### config.mk
export PLATFORM = sky130hd
export DESIGN_NAME = i2c_fs_master
export DESIGN_NICKNAME = d
export VERILOG_FILES = /design/src/rtl/i2c_fs_pkg.sv /design/src/rtl/i2c_fs_qtimer.sv /design/src/rtl/i2c_fs_bit_engine.sv /design/src/rtl/i2c_fs_master.sv
export SDC_FILE = /design/constraint.sdc
export NUM_CORES = 1
export LEC_CHECK = 0
export BUFFER_PORTS_ARGS = -buffer_cell sky130_fd_sc_hd__buf_2
export CAP_MARGIN = 20
export CORE_ASPECT_RATIO = 1.75
export CORE_MARGIN = 2
export CORE_UTILIZATION = 40
export CTS_CLUSTER_DIAMETER = 40
export DETAILED_ROUTE_END_ITERATION = 12
export HOLD_SLACK_MARGIN = 0.05
export PLACE_DENSITY_LB_ADDON = 0.2
export SLEW_MARGIN = 0
export SYNTH_ARGS = -nofsm -noshare
export SYNTH_HDL_FRONTEND = slang
export SYNTH_SLANG_ARGS = --single-unit
### constraint.sdc
create_clock -name clk_i -period 2 [get_ports clk_i]
set_clock_uncertainty 0.05 [all_clocks]
set_input_delay 0.4 -clock clk_i [delete_from_list [all_inputs] [get_ports clk_i]]
set_output_delay 0.4 -clock clk_i [all_outputs]
set_load 0.1 [all_outputs]
### src/rtl/i2c_fs_pkg.sv
package i2c_fs_pkg;
  localparam int unsigned DW  = 8;
  localparam int unsigned BCW = $clog2(DW);
  localparam int unsigned AW  = 10;
  localparam int unsigned NW  = BCW + 1;

  typedef enum logic [1:0] {OP_START, OP_STOP, OP_BIT} op_e;
  typedef enum logic [2:0] {ST_IDLE, ST_HOLD, ST_START, ST_BITS, ST_ACK, ST_STOP} st_e;
  typedef enum logic [1:0] {SEG_A1, SEG_A2, SEG_A3, SEG_DAT} seg_e;

  localparam logic [1:0] FMT_A7  = 2'd0;
  localparam logic [1:0] FMT_A10 = 2'd1;
  localparam logic [4:0] HDR10_TAG = 5'b11110;
endpackage

### src/rtl/i2c_fs_qtimer.sv
module i2c_fs_qtimer #(
  parameter int unsigned QDIV = 8
) (
  input  logic clk_i,
  input  logic rst_ni,
  input  logic run_i,
  input  logic clr_i,
  output logic qtick_o
);
  localparam int unsigned CW = (QDIV > 1) ? $clog2(QDIV) : 1;
  localparam logic [CW-1:0] LAST = CW'(QDIV - 1);

  logic [CW-1:0] cnt_q;

  assign qtick_o = run_i && (cnt_q == LAST);

  always_ff @(posedge clk_i or negedge rst_ni) begin
    if (!rst_ni)                  cnt_q <= '0;
    else if (clr_i || !run_i)     cnt_q <= '0;
    else if (qtick_o)             cnt_q <= '0;
    else                          cnt_q <= cnt_q + 1'b1;
  end
endmodule

### src/rtl/i2c_fs_bit_engine.sv
module i2c_fs_bit_engine
  import i2c_fs_pkg::*;
#(
  parameter int unsigned QDIV = 8
) (
  input  logic clk_i,
  input  logic rst_ni,
  input  logic go_i,
  input  op_e  op_i,
  input  logic wbit_i,
  input  logic sda_i,
  output logic done_o,
  output logic rbit_o,
  output logic scl_oe_o,
  output logic sda_oe_o
);
  logic       active_q, wbit_q, qtick;
  op_e        op_q;
  logic [1:0] ph_q;
  logic       scl_d, sda_d;

  i2c_fs_qtimer #(.QDIV(QDIV)) u_qtimer (
    .clk_i  (clk_i),
    .rst_ni (rst_ni),
    .run_i  (active_q),
    .clr_i  (go_i),
    .qtick_o(qtick)
  );

  // quarter-phase line pattern; only one line moves per quarter
  always_comb begin
    scl_d = scl_oe_o;
    sda_d = sda_oe_o;
    unique case (op_q)
      OP_START: begin
        unique case (ph_q)
          2'd0:    begin scl_d = scl_oe_o; sda_d = 1'b0; end
          2'd1:    begin scl_d = 1'b0;     sda_d = 1'b0; end
          2'd2:    begin scl_d = 1'b0;     sda_d = 1'b1; end
          default: begin scl_d = 1'b1;     sda_d = 1'b1; end
        endcase
      end
      OP_STOP: begin
        unique case (ph_q)
          2'd0:    begin scl_d = 1'b1; sda_d = 1'b1; end
          2'd1:    begin scl_d = 1'b0; sda_d = 1'b1; end
          default: begin scl_d = 1'b0; sda_d = 1'b0; end
        endcase
      end
      default: begin
        sda_d = !wbit_q;
        scl_d = (ph_q == 2'd0) || (ph_q == 2'd3);
      end
    endcase
  end

  always_ff @(posedge clk_i or negedge rst_ni) begin
    if (!rst_ni) begin
      active_q <= 1'b0;
      op_q     <= OP_BIT;
      wbit_q   <= 1'b1;
      ph_q     <= 2'd0;
      done_o   <= 1'b0;
      rbit_o   <= 1'b1;
      scl_oe_o <= 1'b0;
      sda_oe_o <= 1'b0;
    end else begin
      done_o <= 1'b0;
      if (go_i && !active_q) begin
        active_q <= 1'b1;
        op_q     <= op_i;
        wbit_q   <= wbit_i;
        ph_q     <= 2'd0;
      end else if (active_q && qtick) begin
        if (ph_q == 2'd2 && op_q == OP_BIT) rbit_o <= sda_i;
        if (ph_q == 2'd3) begin
          active_q <= 1'b0;
          done_o   <= 1'b1;
        end else begin
          ph_q <= ph_q + 2'd1;
        end
      end
      if (active_q) begin
        scl_oe_o <= scl_d;
        sda_oe_o <= sda_d;
      end
    end
  end
endmodule

### src/rtl/i2c_fs_master.sv
module i2c_fs_master
  import i2c_fs_pkg::*;
#(
  parameter int unsigned QDIV = 8
) (
  input  logic          clk_i,
  input  logic          rst_ni,
  input  logic          cmd_valid_i,
  input  logic          cmd_start_i,
  input  logic          cmd_stop_i,
  input  logic [1:0]    cmd_fmt_i,
  input  logic          cmd_rw_i,
  input  logic [AW-1:0] cmd_addr_i,
  input  logic [BCW-1:0] cmd_bc_i,
  input  logic [DW-1:0] tx_data_i,
  output logic          busy_o,
  output logic          done_o,
  output logic          nack_o,
  output logic [DW-1:0] rx_data_o,
  output logic          scl_oe_o,
  output logic          sda_oe_o,
  input  logic          sda_i
);
  st_e           st_q;
  seg_e          seg_q;
  logic [1:0]    fmt_q;
  logic [AW-1:0] addr_q;
  logic          dir_q, stop_q, rd_q;
  logic [NW-1:0] n_q, left_q, n_cmd;
  logic [DW-1:0] tx_q, sh_q, rx_q;
  logic          go_q, wbit_q;
  op_e           op_q;
  logic          eng_done, eng_rbit;
  logic [DW-1:0] hdr_a1, hdr_a3, hdr_a2;

  i2c_fs_bit_engine #(.QDIV(QDIV)) u_eng (
    .clk_i   (clk_i),
    .rst_ni  (rst_ni),
    .go_i    (go_q),
    .op_i    (op_q),
    .wbit_i  (wbit_q),
    .sda_i   (sda_i),
    .done_o  (eng_done),
    .rbit_o  (eng_rbit),
    .scl_oe_o(scl_oe_o),
    .sda_oe_o(sda_oe_o)
  );

  assign n_cmd  = (cmd_bc_i == '0) ? NW'(DW) : {1'b0, cmd_bc_i};
  assign hdr_a1 = (fmt_q == FMT_A10) ? {HDR10_TAG, addr_q[9:8], 1'b0}
                                     : {addr_q[6:0], dir_q};
  assign hdr_a2 = addr_q[7:0];
  assign hdr_a3 = {HDR10_TAG, addr_q[9:8], 1'b1};
  assign busy_o = (st_q != ST_IDLE) && (st_q != ST_HOLD);

  always_ff @(posedge clk_i or negedge rst_ni) begin
    if (!rst_ni) begin
      st_q      <= ST_IDLE;
      seg_q     <= SEG_A1;
      fmt_q     <= FMT_A7;
      addr_q    <= '0;
      dir_q     <= 1'b0;
      stop_q    <= 1'b0;
      rd_q      <= 1'b0;
      n_q       <= NW'(DW);
      left_q    <= '0;
      tx_q      <= '0;
      sh_q      <= '0;
      rx_q      <= '0;
      rx_data_o <= '0;
      nack_o    <= 1'b0;
      done_o    <= 1'b0;
      go_q      <= 1'b0;
      op_q      <= OP_BIT;
      wbit_q    <= 1'b1;
    end else begin
      go_q   <= 1'b0;
      done_o <= 1'b0;
      unique case (st_q)
        ST_IDLE, ST_HOLD: begin
          if (cmd_valid_i) begin
            fmt_q  <= cmd_fmt_i;
            addr_q <= cmd_addr_i;
            stop_q <= cmd_stop_i;
            tx_q   <= tx_data_i;
            n_q    <= n_cmd;
            nack_o <= 1'b0;
            if (cmd_start_i || st_q == ST_IDLE) begin
              dir_q <= cmd_rw_i;
              seg_q <= SEG_A1;
              go_q  <= 1'b1;
              op_q  <= OP_START;
              st_q  <= ST_START;
            end else begin
              // continue on a kept bus in the direction fixed at START
              seg_q  <= SEG_DAT;
              sh_q   <= tx_data_i;
              left_q <= n_cmd;
              rd_q   <= dir_q;
              rx_q   <= '0;
              go_q   <= 1'b1;
              op_q   <= OP_BIT;
              wbit_q <= dir_q ? 1'b1 : tx_data_i[DW-1];
              st_q   <= ST_BITS;
            end
          end
        end
        ST_START: begin
          if (eng_done) begin
            go_q <= 1'b1;
            op_q <= OP_BIT;
            st_q <= ST_BITS;
            rx_q <= '0;
            if (seg_q == SEG_A3) begin
              sh_q   <= hdr_a3;
              left_q <= NW'(DW);
              rd_q   <= 1'b0;
              wbit_q <= hdr_a3[DW-1];
            end else if (fmt_q[1]) begin
              seg_q  <= SEG_DAT;
              sh_q   <= tx_q;
              left_q <= n_q;
              rd_q   <= dir_q;
              wbit_q <= dir_q ? 1'b1 : tx_q[DW-1];
            end else begin
              sh_q   <= hdr_a1;
              left_q <= NW'(DW);
              rd_q   <= 1'b0;
              wbit_q <= hdr_a1[DW-1];
            end
          end
        end
        ST_BITS: begin
          if (eng_done) begin
            if (rd_q) rx_q <= {rx_q[DW-2:0], eng_rbit};
            sh_q   <= sh_q << 1;
            left_q <= left_q - 1'b1;
            go_q   <= 1'b1;
            op_q   <= OP_BIT;
            if (left_q == NW'(1)) begin
              // ACK slot: release on write, master ACK/NACK on read
              wbit_q <= rd_q ? stop_q : 1'b1;
              st_q   <= ST_ACK;
            end else begin
              wbit_q <= rd_q ? 1'b1 : sh_q[DW-2];
            end
          end
        end
        ST_ACK: begin
          if (eng_done) begin
            if (!rd_q && eng_rbit) begin
              nack_o <= 1'b1;
              go_q   <= 1'b1;
              op_q   <= OP_STOP;
              st_q   <= ST_STOP;
            end else begin
              unique case (seg_q)
                SEG_A1: begin
                  go_q <= 1'b1;
                  op_q <= OP_BIT;
                  st_q <= ST_BITS;
                  rx_q <= '0;
                  if (fmt_q == FMT_A10) begin
                    seg_q  <= SEG_A2;
                    sh_q   <= hdr_a2;
                    left_q <= NW'(DW);
                    rd_q   <= 1'b0;
                    wbit_q <= hdr_a2[DW-1];
                  end else begin
                    seg_q  <= SEG_DAT;
                    sh_q   <= tx_q;
                    left_q <= n_q;
                    rd_q   <= dir_q;
                    wbit_q <= dir_q ? 1'b1 : tx_q[DW-1];
                  end
                end
                SEG_A2: begin
                  go_q <= 1'b1;
                  if (dir_q) begin
                    seg_q <= SEG_A3;
                    op_q  <= OP_START;
                    st_q  <= ST_START;
                  end else begin
                    seg_q  <= SEG_DAT;
                    op_q   <= OP_BIT;
                    st_q   <= ST_BITS;
                    sh_q   <= tx_q;
                    left_q <= n_q;
                    rd_q   <= 1'b0;
                    rx_q   <= '0;
                    wbit_q <= tx_q[DW-1];
                  end
                end
                SEG_A3: begin
                  seg_q  <= SEG_DAT;
                  go_q   <= 1'b1;
                  op_q   <= OP_BIT;
                  st_q   <= ST_BITS;
                  sh_q   <= tx_q;
                  left_q <= n_q;
                  rd_q   <= 1'b1;
                  rx_q   <= '0;
                  wbit_q <= 1'b1;
                end
                default: begin
                  if (rd_q) rx_data_o <= rx_q;
                  if (stop_q) begin
                    go_q <= 1'b1;
                    op_q <= OP_STOP;
                    st_q <= ST_STOP;
                  end else begin
                    st_q   <= ST_HOLD;
                    done_o <= 1'b1;
                  end
                end
              endcase
            end
          end
        end
        ST_STOP: begin
          if (eng_done) begin
            st_q   <= ST_IDLE;
            done_o <= 1'b1;
          end
        end
        default: st_q <= ST_IDLE;
      endcase
    end
  end
endmodule

# Yosys cells after proc, flatten, opt, wreduce, memory -nomap -nowiden
# Index checks and enable logic that the tools add are counted.
[totals] ff_bits=78 input_bits=30 out_inout_bits=13 elab_cells=241
[op_classes] add_sub_neg=3 n_eq_ne=35 mux=129 n_bitwise=3 reduce_logical=44
[ops] operator="$mux W8" count=9
[ops] operator="$mux W7" count=10
[ops] operator="$mux W1" count=49
[ops] operator="$mux W4" count=11
[ops] operator="$mux W2" count=18
[ops] operator="$pmux W8 S4" count=1
[ops] operator="$mux W3" count=10
[ops] operator="$pmux W7 S4" count=1
[ops] operator="$pmux W7 S3" count=1
[ops] operator="$ne A2 B2 Y1 const B" count=9
[ops] operator="$pmux W2 S3" count=3
[ops] operator="$pmux W4 S4" count=1
[ops] operator="$pmux W8 S2" count=1
[ops] operator="$reduce_and A8 Y1" count=2
[ops] operator="$pmux W3 S5" count=1
[ops] operator="$ne A2 B1 Y1 const B" count=6
[ops] operator="$pmux W1 S3" count=4
[ops] operator="$pmux W4 S3" count=1
[ops] operator="$pmux W1 S2" count=5
[ops] operator="$reduce_and A10 Y1" count=1
[ops] operator="$reduce_and A5 Y1" count=2
[ops] operator="$reduce_or A2 Y1" count=5
[ops] operator="$eq A3 B3 Y1 const B" count=3
[ops] operator="$reduce_and A9 Y1" count=1
[ops] operator="29 further kinds" count=59

# Longest topological paths before layout
# Gate-level depths: netlist of the first run.
[depth] ltp_word=6 mapped_depth=8 mapped_depth_nobuf=7

# By module
# A second synthesis of the first run with hierarchy kept.
[unflattened] hier_cells=463 area_unflattened_um2=4297.9
[modules_own_cells] module="i2c_fs_master" instances=1 cells_per_inst=406 area_each_um2=3609.7 seq_area_each_um2=1630.3
[modules_own_cells] module="i2c_fs_bit_engine" instances=1 cells_per_inst=48 area_each_um2=545.5 seq_area_each_um2=254.0
[modules_own_cells] module="i2c_fs_qtimer" instances=1 cells_per_inst=9 area_each_um2=142.6 seq_area_each_um2=75.1

# Worst setup path after synthesis of the first run
# OpenSTA, ideal clock, no wires.
[synth_timing] path_type="flip-flop to flip-flop" from="register st_q[1]" to="register addr_q[7]" setup_ns=0.125 t_arrival_ns=1.864 t_required_ns=1.825 setup_slack_ns=-0.039 stages_incl_launch_ff=6 path_buffers=2 synth_period_minus_slack_ns=2.039 cell_sequence="dfrtp_1 > or2_2 > nor2_1 > buf_2 > buf_2 > mux2_2"
[synth_via] elab_chain_cells=3 elab_cells_between_ends=4 classes_between="eq/ne: 1; reduce/logical: 3"
[synth_lines] element="from (decl)" line="i2c_fs_master.sv:24" rtl="st_e st_q;"
[synth_lines] element="from (signal assigned)" line="i2c_fs_master.sv:58" rtl="st_q <= ST_IDLE;"
[synth_lines] element="from (signal assigned)" line="i2c_fs_master.sv:93" rtl="st_q <= ST_START;"
[synth_lines] element="from (signal assigned)" line="i2c_fs_master.sv:104" rtl="st_q <= ST_BITS;"
[synth_lines] element="$eq A3 B1 Y1 / $logic_not A3 Y1 (equally long branches)" line="i2c_fs_master.sv:79" rtl="unique case (st_q)"
[synth_lines] element="$reduce_or A2 Y1 (*)" line="i2c_fs_master.sv:79"
[synth_lines] element="$reduce_and A2 Y1 (no line) (*)"
[synth_lines] element="to (signal assigned)" line="i2c_fs_master.sv:83" rtl="addr_q <= cmd_addr_i;"
[synth_lines] element="to (decl)" line="i2c_fs_master.sv:27" rtl="logic [AW-1:0] addr_q;"
# Mark *: on every way between the ends. The rest lies on a longest branch, timed or not.
# A chain may end at the register's enable or synchronous reset.

# Worst setup path in the final report of the first run
[layout_timing] from="register seg_q[1]" to="register rx_q[1]"
[layout_via] elab_chain_cells=6 elab_cells_between_ends=11 classes_between="eq/ne: 4; mux: 4; reduce/logical: 3"
[layout_lines] element="from (decl)" line="i2c_fs_master.sv:25" rtl="seg_e seg_q;"
[layout_lines] element="from (signal assigned)" line="i2c_fs_master.sv:59" rtl="seg_q <= SEG_A1;"
[layout_lines] element="from (signal assigned)" line="i2c_fs_master.sv:90" rtl="seg_q <= SEG_A1;"
[layout_lines] element="from (signal assigned)" line="i2c_fs_master.sv:96" rtl="seg_q <= SEG_DAT;"
[layout_lines] element="$eq A2 B2 Y1 / $logic_not A2 Y1 (equally long branches)" line="i2c_fs_master.sv:157" rtl="unique case (seg_q)"
[layout_lines] element="$reduce_or A2 Y1 (no line)"
[layout_lines] element="$pmux W8 S2" line="i2c_fs_master.sv:157"
[layout_lines] element="$mux W8" line="i2c_fs_master.sv:151" rtl="if (!rd_q && eng_rbit) begin"
[layout_lines] element="$mux W8" line="i2c_fs_master.sv:150" rtl="if (eng_done) begin"
[layout_lines] element="$pmux W8 S4" line="i2c_fs_master.sv:79"
[layout_lines] element="to (signal assigned)" line="i2c_fs_master.sv:135" rtl="if (rd_q) rx_q <= {rx_q[DW-2:0], eng_rbit};"
[layout_lines] element="to (decl)" line="i2c_fs_master.sv:30" rtl="logic [DW-1:0] tx_q, sh_q, rx_q;"
# Several ways; a longest one is shown, not always the timed one. The select of a mux whose other input is x is not followed.

==> flow_metrics.py, run 1 <==
metrics = {
    "clock_tree": {
        "clk_pin_slew_ps": 60,
        "cts.htree.levels": 3,
        "cts_tree": "built",
        "cts_root_buf": "clkbuf_16",
        "cts_max_path_buffers": 2,
        "cts_buffers": 9,
        "cts.sinks": 78,
        "clk-insertion-delay-late_ps": 330,
    },
    "placed_design": {
        "dp_slack_ps": 35.1,
        "dp_hpwl_um": 8570,
        "io_buffer_count": 42,
        "place.gp.congestion": 0.956,
        "post_dp_cell_area_mm2": 0.00493,
    },
    "route": {
        "routedWlPerCell_um": 18.2,
        "routed_wl_um": 11400,
        "dr.pass1.iters": 5,
        "via_per_inst": 5.61,
        "drc": 0,
        "vias": 3525,
        "drtIter0Drc": 207,
        "detail-route-antenna-nets": 0,
    },
    "sta": {
        "fin_tns_setup_ps": 0,
        "min_period_ps": 1950,
        "tightest_slew_ps": 490,
        "max_clock_freq_mhz": 512,
        "hold_viol_final": 0,
        "period_share": 0.976,
        "finalSetupViolations": 0,
        "drv_slew": 0,
        "rsz0062_at_grt": "true",
        "max_slew_margin": 0.676,
        "layout_setup_ws_ps": 48.0,
    },
    "synth": {
        "async_flop_share": 1.00,
        "yosys_warnings": 0,
        "syn_nets": 465,
        "synth_edf_count": 0,
        "synth_top_area_frac": 0.421,
        "netlist_top_cells_area": "dfrtp_1 42%, mux2_2 13%, ha_1 4.1%",
        "synth_area_leader_cell": "dfrtp_1",
        "synth_area_mm2": 0.00428,
        "ys_ff_latch": 78,
        "avgSynthCellArea_um2": 10.2,
        "ys_types": 55,
        "ys_seq_area_frac": 0.457,
        "synthCells": 421,
        "ys.flop_type": "dfrtp_1",
        "synthTopCellsByCount": "72 x dfrtp_1, 49 x mux2_2, 34 x o21ai_0",
        "yosysMostFrequentCell": "dfrtp_1",
    },
    "global_route": {
        "grt_usage": 0.214,
        "grt_first_pass_wirelength_um": 18700,
        "antenna_found_initial": 0,
        "grt_max_degree": 37,
        "grt_pass1_vias": 3703,
        "gr-total-overflow": 0,
    },
    "flow_run": {
        "timing.max_cap.violations": 0,
    },
    "finish": {
        "fin_area_mm2": 0.00531,
        "diodes": 0,
        "fin_nets": 537,
        "drive_gt1_frac": 0.343,
        "area_delta_synth_final_pct": 23.8,
    },
    "power_and_ir_drop": {
        "p_leak_nw": 2.41,
        "clkPwrFrac": 0.289,
        "power_switching_mw": 2.03,
        "power.share.sequential": 0.363,
        "pwr-share-comb": 0.348,
        "vdd_ir_drop_max_v": 0.000644,
        "sw_frac_of_total": 0.354,
        "power.density_mw_per_mm2": 1080,
        "power.internal_mw": 3.72,
    },
    "setup_path": {
        "critPathKind": "flop to flop",
        "arrival_ps": 2120,
        "cp-start-kind": "flop",
        "crit_fanout": 8,
        "cp-end-kind": "flop",
        "cp.required_ps": 2170,
    },
    "floorplan": {
        "chipWidth_um": 82.2,
        "initial_core_util": 0.405,
        "die_h_um": 141,
        "coreArea_mm2": 0.0106,
        "die_area_mm2": 0.0116,
        "core.rowCount": 50,
        "io_pins": 43,
    },
    "hold_path": {
        "hold_path_class": "input pin to flop",
    },
    "outcome": {
        "status": "complete, no violations",
    },
}
[worst max-delay path: stages (launching register included)]
cell	delay, ps
dfrtp_1	380
inv_1	120
ha_2	230
nand2_1	60
o22a_2	270
o2111ai_4	240
buf_12	160
mux2_2	330
[power groups by stage]
stage | clock [mW] | combinational, mW | sequential, mW
detailed placement | 0 | 1.95 | 2.12
floorplan | 0 | 1.20 | 2.19
global placement | 0 | 1.91 | 2.10
CTS | 1.71 | 1.96 | 2.09
global route | 1.78 | 2.21 | 2.13
finish | 1.66 | 2.00 | 2.09
[metal layers]
layer,part of all wire,vias to the layer above,GRT usage
met5,0,-,0
met4,0.038,0,0.0991
met3,0.036,28,0.0333
met2,0.56,103,0.384
met1,0.37,1728,0.236
li1,-,1666,-
[state kept, by name, summed over array words and instances, names as in the netlist, 2 cells and up]
signal / flops
tx_q: 8
op_q: 2
u_eng.u_qtimer.cnt_q: 3
seg_q: 2
rx_data_o: 8
left_q: 4
u_eng.ph_q: 2
addr_q: 10
st_q: 3
n_q: 4
rx_q: 8
u_eng.op_q: 2
fmt_q: 2
sh_q: 7
[stage by stage]
step,cells,hold WS (ps),power (mW),utilization
floorplan,421,54.4,3.39,-
global placement,610,292,4.01,0.466
detailed placement,610,291,4.06,0.466
CTS,627,223,5.76,0.496
global route,628,231,6.13,0.502
finish,628,235,5.75,0.502
[layout make-up]
| type | instances | area (um^2) |
|---|---|---|
| flip-flops and latches | 78 | 1960 |
| clock inverters | 7 | 80.1 |
| inverters | 15 | 56.3 |
| multi-input cells | 304 | 2190 |
| fillers | 1011 | 5270 |
| clock buffers | 9 | 225 |
| well taps | 130 | 163 |
| repair buffers | 85 | 628 |
[cell usage in the layout (no fill, tap or decap), drive strengths merged, types with 3 or more instances in the layout]
cell type	count
dfstp	6
mux2i	6
nor3	7
nor2	33
dfrtp	72
nor2b	7
and3	11
o31ai	8
o22a	3
clkbuf	9
clkinv	3
buf	84
nand2b	10
a21oi	27
nand3	5
o21ai	35
ha	14
mux2	49
o21a	3
nand2	32
inv	16
o22ai	12
nor3b	4
a2bb2oi	3
[cell families after synthesis]
kind of cell	after synthesis	share of synthesized area
simple gates	120	0.140
compound gates	112	0.171
flops	78	0.457
xor+xnor	3	0.00613
mux	55	0.143
buf+inv	39	0.0418
fa+ha+maj	14	0.0409
[final timing paths]
path | cells past startpoint | slack, ps | to | start
worst max-delay path | 7 | 50 | rx_q[1] | seg_q[1]
worst min-delay path | 3 | 230 | fmt_q[1] | cmd_fmt_i[1]
worst max register to register | 7 | 50 | rx_q[1] | seg_q[1]
worst min register to register | 1 | 420 | u_eng.u_qtimer.cnt_q[0] | u_eng.u_qtimer.cnt_q[0]
max in group asynchronous | 3 | 840 | n_q[3] | rst_ni
min in group asynchronous | 2 | 470 | u_eng.sda_oe_o | rst_ni
[what timing repair did]
action / CTS / global route
buffers inserted: 0 / 1
hold endpoints to repair: 20 / 0
endpoints found under the setup margin: 0 / 28
hold buffers: 1 / 0
resized for setup: 0 / 11
No activity file was read; power rests on OpenSTA's default activity.
==> run 2: changes to the inputs <==
==> constraint.sdc (replaced) <==
create_clock -name clk_i -period 2 [get_ports clk_i]
set_clock_uncertainty 0.05 [all_clocks]
set_input_delay 0.2 -clock clk_i [delete_from_list [all_inputs] [get_ports clk_i]]
set_output_delay 0.2 -clock clk_i [all_outputs]
set_load 0.1 [all_outputs]
==> flow_metrics.py, run 2 (synthesis gave the netlist of run 1 again) <==
metrics = {
    "power_and_ir_drop": {
        "power.internal_mw": 3.78,
        "vdd_ir_drop_max_v": 0.000640,
        "power.density_mw_per_mm2": 1060,
        "power_mw": 5.77,
        "p_leak_nw": 2.49,
        "power.share.sequential": 0.364,
        "power_switching_mw": 1.99,
        "pwr-share-comb": 0.351,
        "clkPwrFrac": 0.286,
        "sw_frac_of_total": 0.345,
    },
    "clock_tree": {
        "cts_max_path_buffers": 2,
        "clk_pin_slew_ps": 60,
        "cts.htree.levels": 3,
        "cts_buffers": 9,
        "cts_tree": "built",
        "cts.sinks": 78,
        "clk-insertion-delay-late_ps": 340,
        "cts_root_buf": "clkbuf_16",
    },
    "setup_path": {
        "cp-start-kind": "flop",
        "cp.required_ps": 2170,
        "crit_fanout": 8,
        "cp-end-kind": "flop",
        "critPathKind": "flop to flop",
        "arrival_ps": 2110,
        "r2r_setup_slack_ps": 60,
    },
    "sta": {
        "tightest_slew_ps": 490,
        "rsz0062_at_grt": "true",
        "min_period_ps": 1940,
        "hold_viol_final": 0,
        "period_share": 0.971,
        "max_slew_margin": 0.675,
        "drv_slew": 0,
        "finalSetupViolations": 0,
        "max_clock_freq_mhz": 515,
    },
    "route": {
        "routedWlPerCell_um": 17.4,
        "via_per_inst": 5.40,
        "dr.pass1.iters": 4,
        "detail-route-antenna-nets": 0,
        "vias": 3460,
        "drtIter0Drc": 142,
        "routed_wl_um": 11100,
        "drc": 0,
    },
    "finish": {
        "final_cell_mix": "72 x dfrtp_1, 49 x mux2_2, 40 x buf_2",
        "multiInputGateArea_mm2": 0.00219,
        "fin_nets": 550,
        "regArea_mm2": 0.00196,
        "top_register": "addr_q",
        "stdcell_count": 641,
        "fin_area_mm2": 0.00546,
        "n_fill_cell": 989,
        "final_common_cell": "dfrtp_1",
        "area_delta_synth_final_pct": 27.4,
        "drive_gt1_frac": 0.333,
        "largest_register_ffs": 10,
        "diodes": 0,
    },
    "global_route": {
        "grt_max_degree": 51,
        "antenna_found_initial": 0,
        "grt_first_pass_wirelength_um": 18000,
        "grt_usage": 0.207,
        "grt_pass1_vias": 3549,
        "gr-total-overflow": 0,
    },
    "floorplan": {
        "io_pins": 43,
        "chipWidth_um": 82.2,
        "core.rowCount": 50,
        "coreArea_mm2": 0.0106,
        "die_h_um": 141,
        "initial_core_util": 0.405,
        "die_area_mm2": 0.0116,
    },
    "outcome": {
        "status": "complete, no violations",
    },
    "placed_design": {
        "io_buffer_count": 42,
        "place.gp.congestion": 0.897,
        "dp_hpwl_um": 8340,
        "placedCellCount": 607,
        "post_dp_cell_area_mm2": 0.00492,
    },
    "hold_path": {
        "hold_path_class": "input pin to flop",
    },
    "flow_run": {
        "timing.max_cap.violations": 0,
    },
}
## run 2: critical path: stages, from the launching register on
cell and delay, ps:
dfrtp_1 430, buf_4 180, nor2b_1 150, o22a_2 270
o2111ai_4 240, buf_12 160, mux2_2 340
## run 2: timing repair
item | in CTS | in global routing
hold endpoints to repair | 41 | 0
hold buffers | 15 | 0
setup endpoints to repair | 0 | 29
setup buffers | 0 | 3
gates resized for setup | 0 | 10
## run 2: layout make-up
cell class,instances,area share
multi-input combinational,304,0.402
sequential,78,0.359
clock buffer,10,0.0438
timing repair buffer,98,0.144
inverter,15,0.0103
tap,130,0.0298
clock inverter,6,0.0112
## run 2: stage by stage
stage               setup TNS (ps)  hold WS (ps)  worst slack [ps]  utilization
global placement                 0           107              35.8        0.465
floorplan                        0          -146              57.8            -
CTS                              0          52.8              23.9        0.508
detailed placement               0           106              31.3        0.465
finish                           0          58.4              57.4        0.516
global route                 -26.0          61.8             -26.0        0.516
## run 2: worst paths after layout
path,from,depth (start not counted),to
max,st_q[0],6,rx_q[6]
min,cmd_addr_i[9],2,addr_q[9]
max reg2reg,st_q[0],6,rx_q[6]
min reg2reg,u_eng.u_qtimer.cnt_q[0],1,u_eng.u_qtimer.cnt_q[0]
max in group asynchronous,rst_ni,3,n_q[3]
min in group asynchronous,rst_ni,2,dir_q
## run 2: power groups by stage
| stage | combinational [mW] | sequential, mW | clock (mW) |
|---|---|---|---|
| floorplan | 1.20 | 2.19 | 0 |
| global placement | 1.92 | 2.11 | 0 |
| detailed placement | 1.93 | 2.12 | 0 |
| CTS | 1.96 | 2.10 | 1.69 |
| global route | 2.24 | 2.14 | 1.76 |
| finish | 2.02 | 2.10 | 1.65 |
## run 2: per-layer routing
layer,share of wire,track usage
met5,0,0
met4,0.032,0.0912
met3,0.025,0.0384
met2,0.54,0.365
met1,0.40,0.236
